--- src/rtl/sfr_pkg.sv ---
package sfr_pkg;

  // Data lengths that close a frame successfully
  localparam int NUM_LENS = 4;
  localparam int LEGAL_LENS [NUM_LENS] = '{8, 16, 24, 64};

  // Strobes from control to datapath
  typedef struct packed {
    logic shiftAddr;
    logic shiftData;
    logic clrData;
    logic commit;
    logic reject;
  } ctrlStrb_t;

endpackage

--- src/rtl/sfr_sync.sv ---
module sfr_sync #(
  parameter int WIDTH  = 3,
  parameter int STAGES = 2
) (
  input  logic             clk,
  input  logic             rstN,
  input  logic [WIDTH-1:0] asyncIn,
  output logic [WIDTH-1:0] syncOut
);

  logic [WIDTH-1:0] stage [STAGES];

  always_ff @(posedge clk or negedge rstN) begin
    if (!rstN) begin
      for (int i = 0; i < STAGES; i++) stage[i] <= '0;
    end else begin
      stage[0] <= asyncIn;
      for (int i = 1; i < STAGES; i++) stage[i] <= stage[i-1];
    end
  end

  assign syncOut = stage[STAGES-1];

endmodule

--- src/rtl/sfr_ctrl.sv ---
module sfr_ctrl
  import sfr_pkg::*;
#(
  parameter int ADDR_W      = 8,
  parameter int DATA_W      = 64,
  parameter int SYNC_STAGES = 2,
  parameter int DCNT_W      = $clog2(DATA_W + 2)
) (
  input  logic              clk,
  input  logic              rstN,
  input  logic              ceSync,
  input  logic              clkSync,
  input  logic              addrMatch,
  output ctrlStrb_t         strb,
  output logic [DCNT_W-1:0] dataCnt
);

  localparam int ACNT_W = $clog2(ADDR_W + 1);
  localparam int WARM_W = $clog2(SYNC_STAGES + 2);
  localparam logic [ACNT_W-1:0] ADDR_FULL = ACNT_W'(ADDR_W);
  localparam logic [DCNT_W-1:0] DATA_CAP  = DCNT_W'(DATA_W + 1);
  localparam logic [WARM_W-1:0] WARM_END  = WARM_W'(SYNC_STAGES + 1);

  logic [WARM_W-1:0] warmCnt;
  logic              armed;
  logic              ceQ;
  logic              clkQ;
  logic              ceRise;
  logic              ceFall;
  logic              clkRise;
  logic [ACNT_W-1:0] addrCnt;
  logic [NUM_LENS-1:0] lenHit;
  logic              lenOk;
  logic              frameOk;

  // Pin history must be primed before any change counts as an edge
  assign armed = (warmCnt == WARM_END);

  always_ff @(posedge clk or negedge rstN) begin
    if (!rstN) begin
      warmCnt <= '0;
      ceQ     <= 1'b0;
      clkQ    <= 1'b0;
    end else begin
      if (!armed) warmCnt <= warmCnt + 1'b1;
      ceQ  <= ceSync;
      clkQ <= clkSync;
    end
  end

  assign ceRise  = armed &  ceSync & ~ceQ;
  assign ceFall  = armed & ~ceSync &  ceQ;
  // A chip-enable edge wins over a coincident serial clock edge
  assign clkRise = armed & clkSync & ~clkQ & ~ceRise & ~ceFall;

  for (genvar g = 0; g < NUM_LENS; g++) begin : g_len
    assign lenHit[g] = (dataCnt == DCNT_W'(LEGAL_LENS[g]));
  end

  assign lenOk   = |lenHit;
  assign frameOk = (addrCnt == ADDR_FULL) & addrMatch & lenOk;

  always_comb begin
    strb           = '0;
    strb.shiftAddr = clkRise & ~ceSync;
    strb.shiftData = clkRise &  ceSync;
    strb.clrData   = ceRise;
    strb.commit    = ceFall &  frameOk;
    strb.reject    = ceFall & ~frameOk;
  end

  always_ff @(posedge clk or negedge rstN) begin
    if (!rstN) begin
      addrCnt <= '0;
      dataCnt <= '0;
    end else begin
      if (ceFall) addrCnt <= '0;
      else if (strb.shiftAddr && addrCnt != ADDR_FULL) addrCnt <= addrCnt + 1'b1;

      if (ceRise) dataCnt <= '0;
      else if (strb.shiftData && dataCnt != DATA_CAP) dataCnt <= dataCnt + 1'b1;
    end
  end

  a_r4_count_restarts: assert property (@(posedge clk) disable iff (!rstN)
    strb.clrData |=> (dataCnt == '0));

  a_r2_addr_count_restarts: assert property (@(posedge clk) disable iff (!rstN)
    (strb.commit || strb.reject) |=> (addrCnt == '0));

endmodule

--- src/rtl/sfr_datapath.sv ---
module sfr_datapath
  import sfr_pkg::*;
#(
  parameter int                ADDR_W   = 8,
  parameter int                DATA_W   = 64,
  parameter logic [ADDR_W-1:0] DEV_ADDR = 'h47,
  parameter int                DCNT_W   = $clog2(DATA_W + 2),
  parameter int                LEN_W    = $clog2(DATA_W + 1)
) (
  input  logic              clk,
  input  logic              rstN,
  input  ctrlStrb_t         strb,
  input  logic              serBit,
  input  logic [DCNT_W-1:0] dataCnt,
  output logic              addrMatch,
  output logic [DATA_W-1:0] frameData,
  output logic [LEN_W-1:0]  frameLen,
  output logic              frameValid,
  output logic              frameErr
);

  logic [ADDR_W-1:0] addrSr;
  logic [DATA_W-1:0] dataSr;

  assign addrMatch = (addrSr == DEV_ADDR);

  // Both shift registers fill from the top, so the first bit ends lowest
  always_ff @(posedge clk or negedge rstN) begin
    if (!rstN) begin
      addrSr <= '0;
      dataSr <= '0;
    end else begin
      if (strb.shiftAddr) addrSr <= {serBit, addrSr[ADDR_W-1:1]};
      if (strb.clrData) dataSr <= '0;
      else if (strb.shiftData) dataSr <= {serBit, dataSr[DATA_W-1:1]};
    end
  end

  always_ff @(posedge clk or negedge rstN) begin
    if (!rstN) begin
      frameData  <= '0;
      frameLen   <= '0;
      frameValid <= 1'b0;
      frameErr   <= 1'b0;
    end else begin
      frameValid <= strb.commit;
      frameErr   <= strb.reject;
      if (strb.commit) begin
        frameData <= dataSr;
        frameLen  <= LEN_W'(dataCnt);
      end
    end
  end

  a_r9_outcome_exclusive: assert property (@(posedge clk) disable iff (!rstN)
    !(frameValid && frameErr));

  a_r5_valid_single_cycle: assert property (@(posedge clk) disable iff (!rstN)
    frameValid |=> !frameValid);

  a_r5_hold_between_commits: assert property (@(posedge clk) disable iff (!rstN)
    !frameValid |-> ($stable(frameData) && $stable(frameLen)));

  a_r6_reject_keeps_word: assert property (@(posedge clk) disable iff (!rstN)
    frameErr |-> ($stable(frameData) && $stable(frameLen)));

  a_r10_low_positions_clear: assert property (@(posedge clk) disable iff (!rstN)
    (frameValid && (frameLen < LEN_W'(DATA_W))) |-> ((frameData << frameLen) == '0));

endmodule

--- src/rtl/serial_frame_rx.sv ---
module serial_frame_rx #(
  parameter int                ADDR_W      = 8,
  parameter int                DATA_W      = 64,
  parameter logic [ADDR_W-1:0] DEV_ADDR    = 'h47,
  parameter int                SYNC_STAGES = 2,
  localparam int               LEN_W       = $clog2(DATA_W + 1)
) (
  input  logic              clk,
  input  logic              rstN,
  input  logic              serCe,
  input  logic              serClk,
  input  logic              serDat,
  output logic              frameValid,
  output logic              frameErr,
  output logic [DATA_W-1:0] frameData,
  output logic [LEN_W-1:0]  frameLen
);

  localparam int DCNT_W = $clog2(DATA_W + 2);

  logic [2:0]          pinSync;
  sfr_pkg::ctrlStrb_t  strb;
  logic [DCNT_W-1:0]   dataCnt;
  logic                addrMatch;

  sfr_sync #(
    .WIDTH  (3),
    .STAGES (SYNC_STAGES)
  ) u_sync (
    .clk     (clk),
    .rstN    (rstN),
    .asyncIn ({serDat, serClk, serCe}),
    .syncOut (pinSync)
  );

  sfr_ctrl #(
    .ADDR_W      (ADDR_W),
    .DATA_W      (DATA_W),
    .SYNC_STAGES (SYNC_STAGES),
    .DCNT_W      (DCNT_W)
  ) u_ctrl (
    .clk       (clk),
    .rstN      (rstN),
    .ceSync    (pinSync[0]),
    .clkSync   (pinSync[1]),
    .addrMatch (addrMatch),
    .strb      (strb),
    .dataCnt   (dataCnt)
  );

  sfr_datapath #(
    .ADDR_W   (ADDR_W),
    .DATA_W   (DATA_W),
    .DEV_ADDR (DEV_ADDR),
    .DCNT_W   (DCNT_W),
    .LEN_W    (LEN_W)
  ) u_dp (
    .clk        (clk),
    .rstN       (rstN),
    .strb       (strb),
    .serBit     (pinSync[2]),
    .dataCnt    (dataCnt),
    .addrMatch  (addrMatch),
    .frameData  (frameData),
    .frameLen   (frameLen),
    .frameValid (frameValid),
    .frameErr   (frameErr)
  );

endmodule

--- config.mk ---
export PLATFORM = sky130hd
export DESIGN_NAME = serial_frame_rx
export DESIGN_NICKNAME = d
export VERILOG_FILES = /design/src/rtl/sfr_pkg.sv /design/src/rtl/sfr_sync.sv /design/src/rtl/sfr_ctrl.sv /design/src/rtl/sfr_datapath.sv /design/src/rtl/serial_frame_rx.sv
export SDC_FILE = /design/constraint.sdc
export NUM_CORES = 1
export LEC_CHECK = 0
export BUFFER_PORTS_ARGS = -buffer_cell sky130_fd_sc_hd__buf_2
export CAP_MARGIN = 20
export CORE_AREA = 2 2 115 117
export CTS_CLUSTER_SIZE = 30
export DETAILED_ROUTE_END_ITERATION = 6
export DIE_AREA = 0 0 117 119
export GPL_TIMING_DRIVEN = 0
export PLACE_DENSITY = 0.74
export SLEW_MARGIN = 20
export SYNTH_ARGS = -nofsm -noshare
export SYNTH_HDL_FRONTEND = slang
export SYNTH_SLANG_ARGS = --single-unit
--- constraint.sdc ---
create_clock -name clk -period 2.22 [get_ports clk]
set_input_delay 0.444 -clock clk [delete_from_list [all_inputs] [get_ports clk]]
set_output_delay 0.444 -clock clk [all_outputs]
set_load 0.01 [all_outputs]
==> impl_metrics.toml <==
[timing]
tightest_slew_ns = 0.6739
setup_slack_ns = 0.1785
setup_violations = 0
hold_viol_final = 0
finalSetupTns_ns = 0
post-route-period-util = 0.9196
hold-worst-slack_ns = 0.03768
drv_slew = 0
min_period_ns = 2.042
relSlewSlack = 0.5507
fmax_mhz = 489.8
clock_skew_ns = 0.009317
rsz0062_at_grt = "false"

[layout]
final_common_cell = "dfrtp_1"
num-nets-final = 646
stdcell_count = 824
finish.instance_area_um2 = 8079
area_growth_pct = 17.83
drive_gt1_frac = 0.3194
fill_cells = 1011
diodes = 0
final_cell_mix = "dfrtp_1 (166), nand2_1 (126), buf_2 (82)"

[setup_path]
crit_arrival_ns = 2.34
critPathBufInv = 3
path_max_fanout = 10
end_kind = "flop"
crit_family = "simple AND/OR/NAND/NOR gates"
cpPeakStageDelay_ns = 0.47
critPathLaunch = "u_ctrl.dataCnt[0]"
worstPathRequired_ns = 2.52
start_kind = "flop"
crit_slowest_cell = "dfrtp_1"
path_cells = "inv_1, ha_1, and4bb_2, nand4_4, nor2_8, buf_12, buf_12, mux2_4"
path_class = "flop to flop"
worst_r2r_startpoint = "u_ctrl.dataCnt[0]"
cpMostUsedCell = "buf_12"

[global_routing]
overflow = 0
grt_pass1_vias = 4276
grt_max_degree = 95
grt_pass1_wl_um = 21170
track_usage = 0.1938
antenna_found_initial = 0

[detailed_routing]
drtIter0Drc = 231
dr_wl_met2_um = 6057
wl_met3_um = 390
dr.pass1.iters = 4
wl_per_cell_um = 15.09
post-route-drc-count = 0
drt-total-wl_um = 12440
routed.top_layer = "met4"
vias = 4223
viasPerCell = 5.125
antenna_left = 0
wl_met1_um = 5876

[yosys]
syn_avg_cell_area_um2 = 12.77
synth_top_area_cell = "dfrtp_1"
ys_ff_latch = 166
ys_warn_count = 0
synth_area_um2 = 6857
synth_nets = 548
yosysSeqAreaShare = 0.6058
synth_area_leaders = "dfrtp_1 (61%), mux2_4 (15%), nand2_1 (6.9%), a21oi_1 (4.7%), buf_12 (2.0%)"
synth_top_area_frac = 0.6058
netlist_instances = 537
synth_cell_types = 42

[pwr]
powerDensity_nw_per_um2 = 751.2
vdd_ir_drop_max_v = 0.0004420
p_leak_nw = 3.961

[floorplanning]
fp.coreArea_um2 = 12870
die_h_um = 119
io_pins = 78
row_count = 42
die_x_um = 117
die-area_um2 = 13920
start_util = 0.5326

[placement]
dp_hpwl_um = 8233
dp_cells = 791
post-place-ws_ns = 0.07102
numPortBuffers = 77
gp_congestion = 0.7740
dpl_cell_area_um2 = 7500

[clock_network]
clock_sinks = 166
h-tree-depth = 4
worstSkewPairLatency_ns = 0.42
cts_hold_buffers = 0
cts_max_path_buffers = 2
cts_root_buf = "clkbuf_16"
cts_made_buffers = 17
clk_pin_slew_ns = 0.06
cts_tree = "built"

[run]
drv_cap = 0

[min_path]
hp-class = "input port to async pin"

[status]
status = "complete, no violations"
cell families after synthesis:
family                     after synthesis  share of synthesized area
AOI/OAI and AO/OA                       71                    0.05438
xor gates and xnor gates                 8                    0.01022
adders and majority gates                6                    0.01095
buffers and inverters                   38                    0.04015
DFF                                    166                     0.6058
muxes                                   80                     0.1682
and+or+nand+nor                        168                     0.1102
routing by layer:
metal / track usage / vias up
met3: 0.04071 / 11
met4: 0.07794 / 0
met5: 0 / -
li1: - / 2002
met2: 0.2944 / 92
met1: 0.2729 / 2118
power by group:
part / internal [W] / switching, W / total (W)
registers: 0.00308 / 0.0000437 / 0.00312
logic: 0.0000700 / 0.000146 / 0.000216
clock network: 0.00163 / 0.00111 / 0.00273
area by class of cell:
type | count | area (µm²) | area share
clock buffer | 24 | 481.7 | 0.05963
clock inverter | 8 | 73.82 | 0.009137
sequential | 166 | 4154 | 0.5142
tap | 176 | 220.2 | 0.02726
timing repair buffer | 79 | 442.9 | 0.05482
multi-input combinational | 333 | 2430 | 0.3008
inverter | 7 | 26.28 | 0.003252
buffer | 31 | 250.2 | 0.03097
synthesized netlist by cell type (all sizes together):
cell type / instances
nor2: 16
inv: 7
nand4bb: 1
buf: 15
clkbuf: 16
nand3b: 1
nand2b: 1
o21ai: 2
and4b: 1
o21a: 1
a41oi: 1
nor2b: 2
dfrtp: 166
and3b: 2
xnor2: 4
ha: 6
or3: 1
nand4: 7
and2: 1
and4bb: 1
nand2: 126
mux2i: 2
nand3: 2
xor2: 4
a21oi: 64
nor3: 2
nor3b: 1
and3: 2
a32o: 1
nand4b: 1
mux2: 78
a31o: 1
a211oi: 1
stage by stage:
step / utilization / total power (W)
6_report: 0.6275 / 0.006069
3_3_place_gp: 0.5796 / 0.003370
2_1_floorplan: - / 0.003275
5_1_grt: 0.6275 / 0.006303
3_5_place_dp: 0.5825 / 0.003393
4_1_cts: 0.6257 / 0.006140
repair_timing:
| action | 4_1_cts | 5_1_grt |
|---|---|---|
| setup buffers | 0 | 1 |
| resized for setup | 0 | 3 |
| endpoints found under the hold margin | 0 | 0 |
| setup endpoints to repair | 0 | 105 |
final timing paths:
check                      depth (start not counted)                 to  slack (ns)
setup / recovery                                   8  u_dp.frameData[6]        0.18
max in group asynchronous                          2    u_dp.dataSr[58]        1.41
hold reg to reg                                    0  u_sync.syncOut[1]        0.35
hold / removal                                     1    u_dp.dataSr[17]        0.04
min in group clk                                   1    u_sync.stage[5]        0.13
setup reg to reg                                   8  u_dp.frameData[6]        0.18
state kept, by name, summed over array words and instances, names as in the netlist, 2 cells and up:
signal / flops
u_ctrl.addrCnt: 4
u_ctrl.dataCnt: 7
u_ctrl.warmCnt: 2
u_dp.addrSr: 8
u_dp.dataSr: 64
u_dp.frameData: 64
u_dp.frameLen: 7
u_sync.stage: 3
u_sync.syncOut: 3
Power figures use the tool's default switching activity.
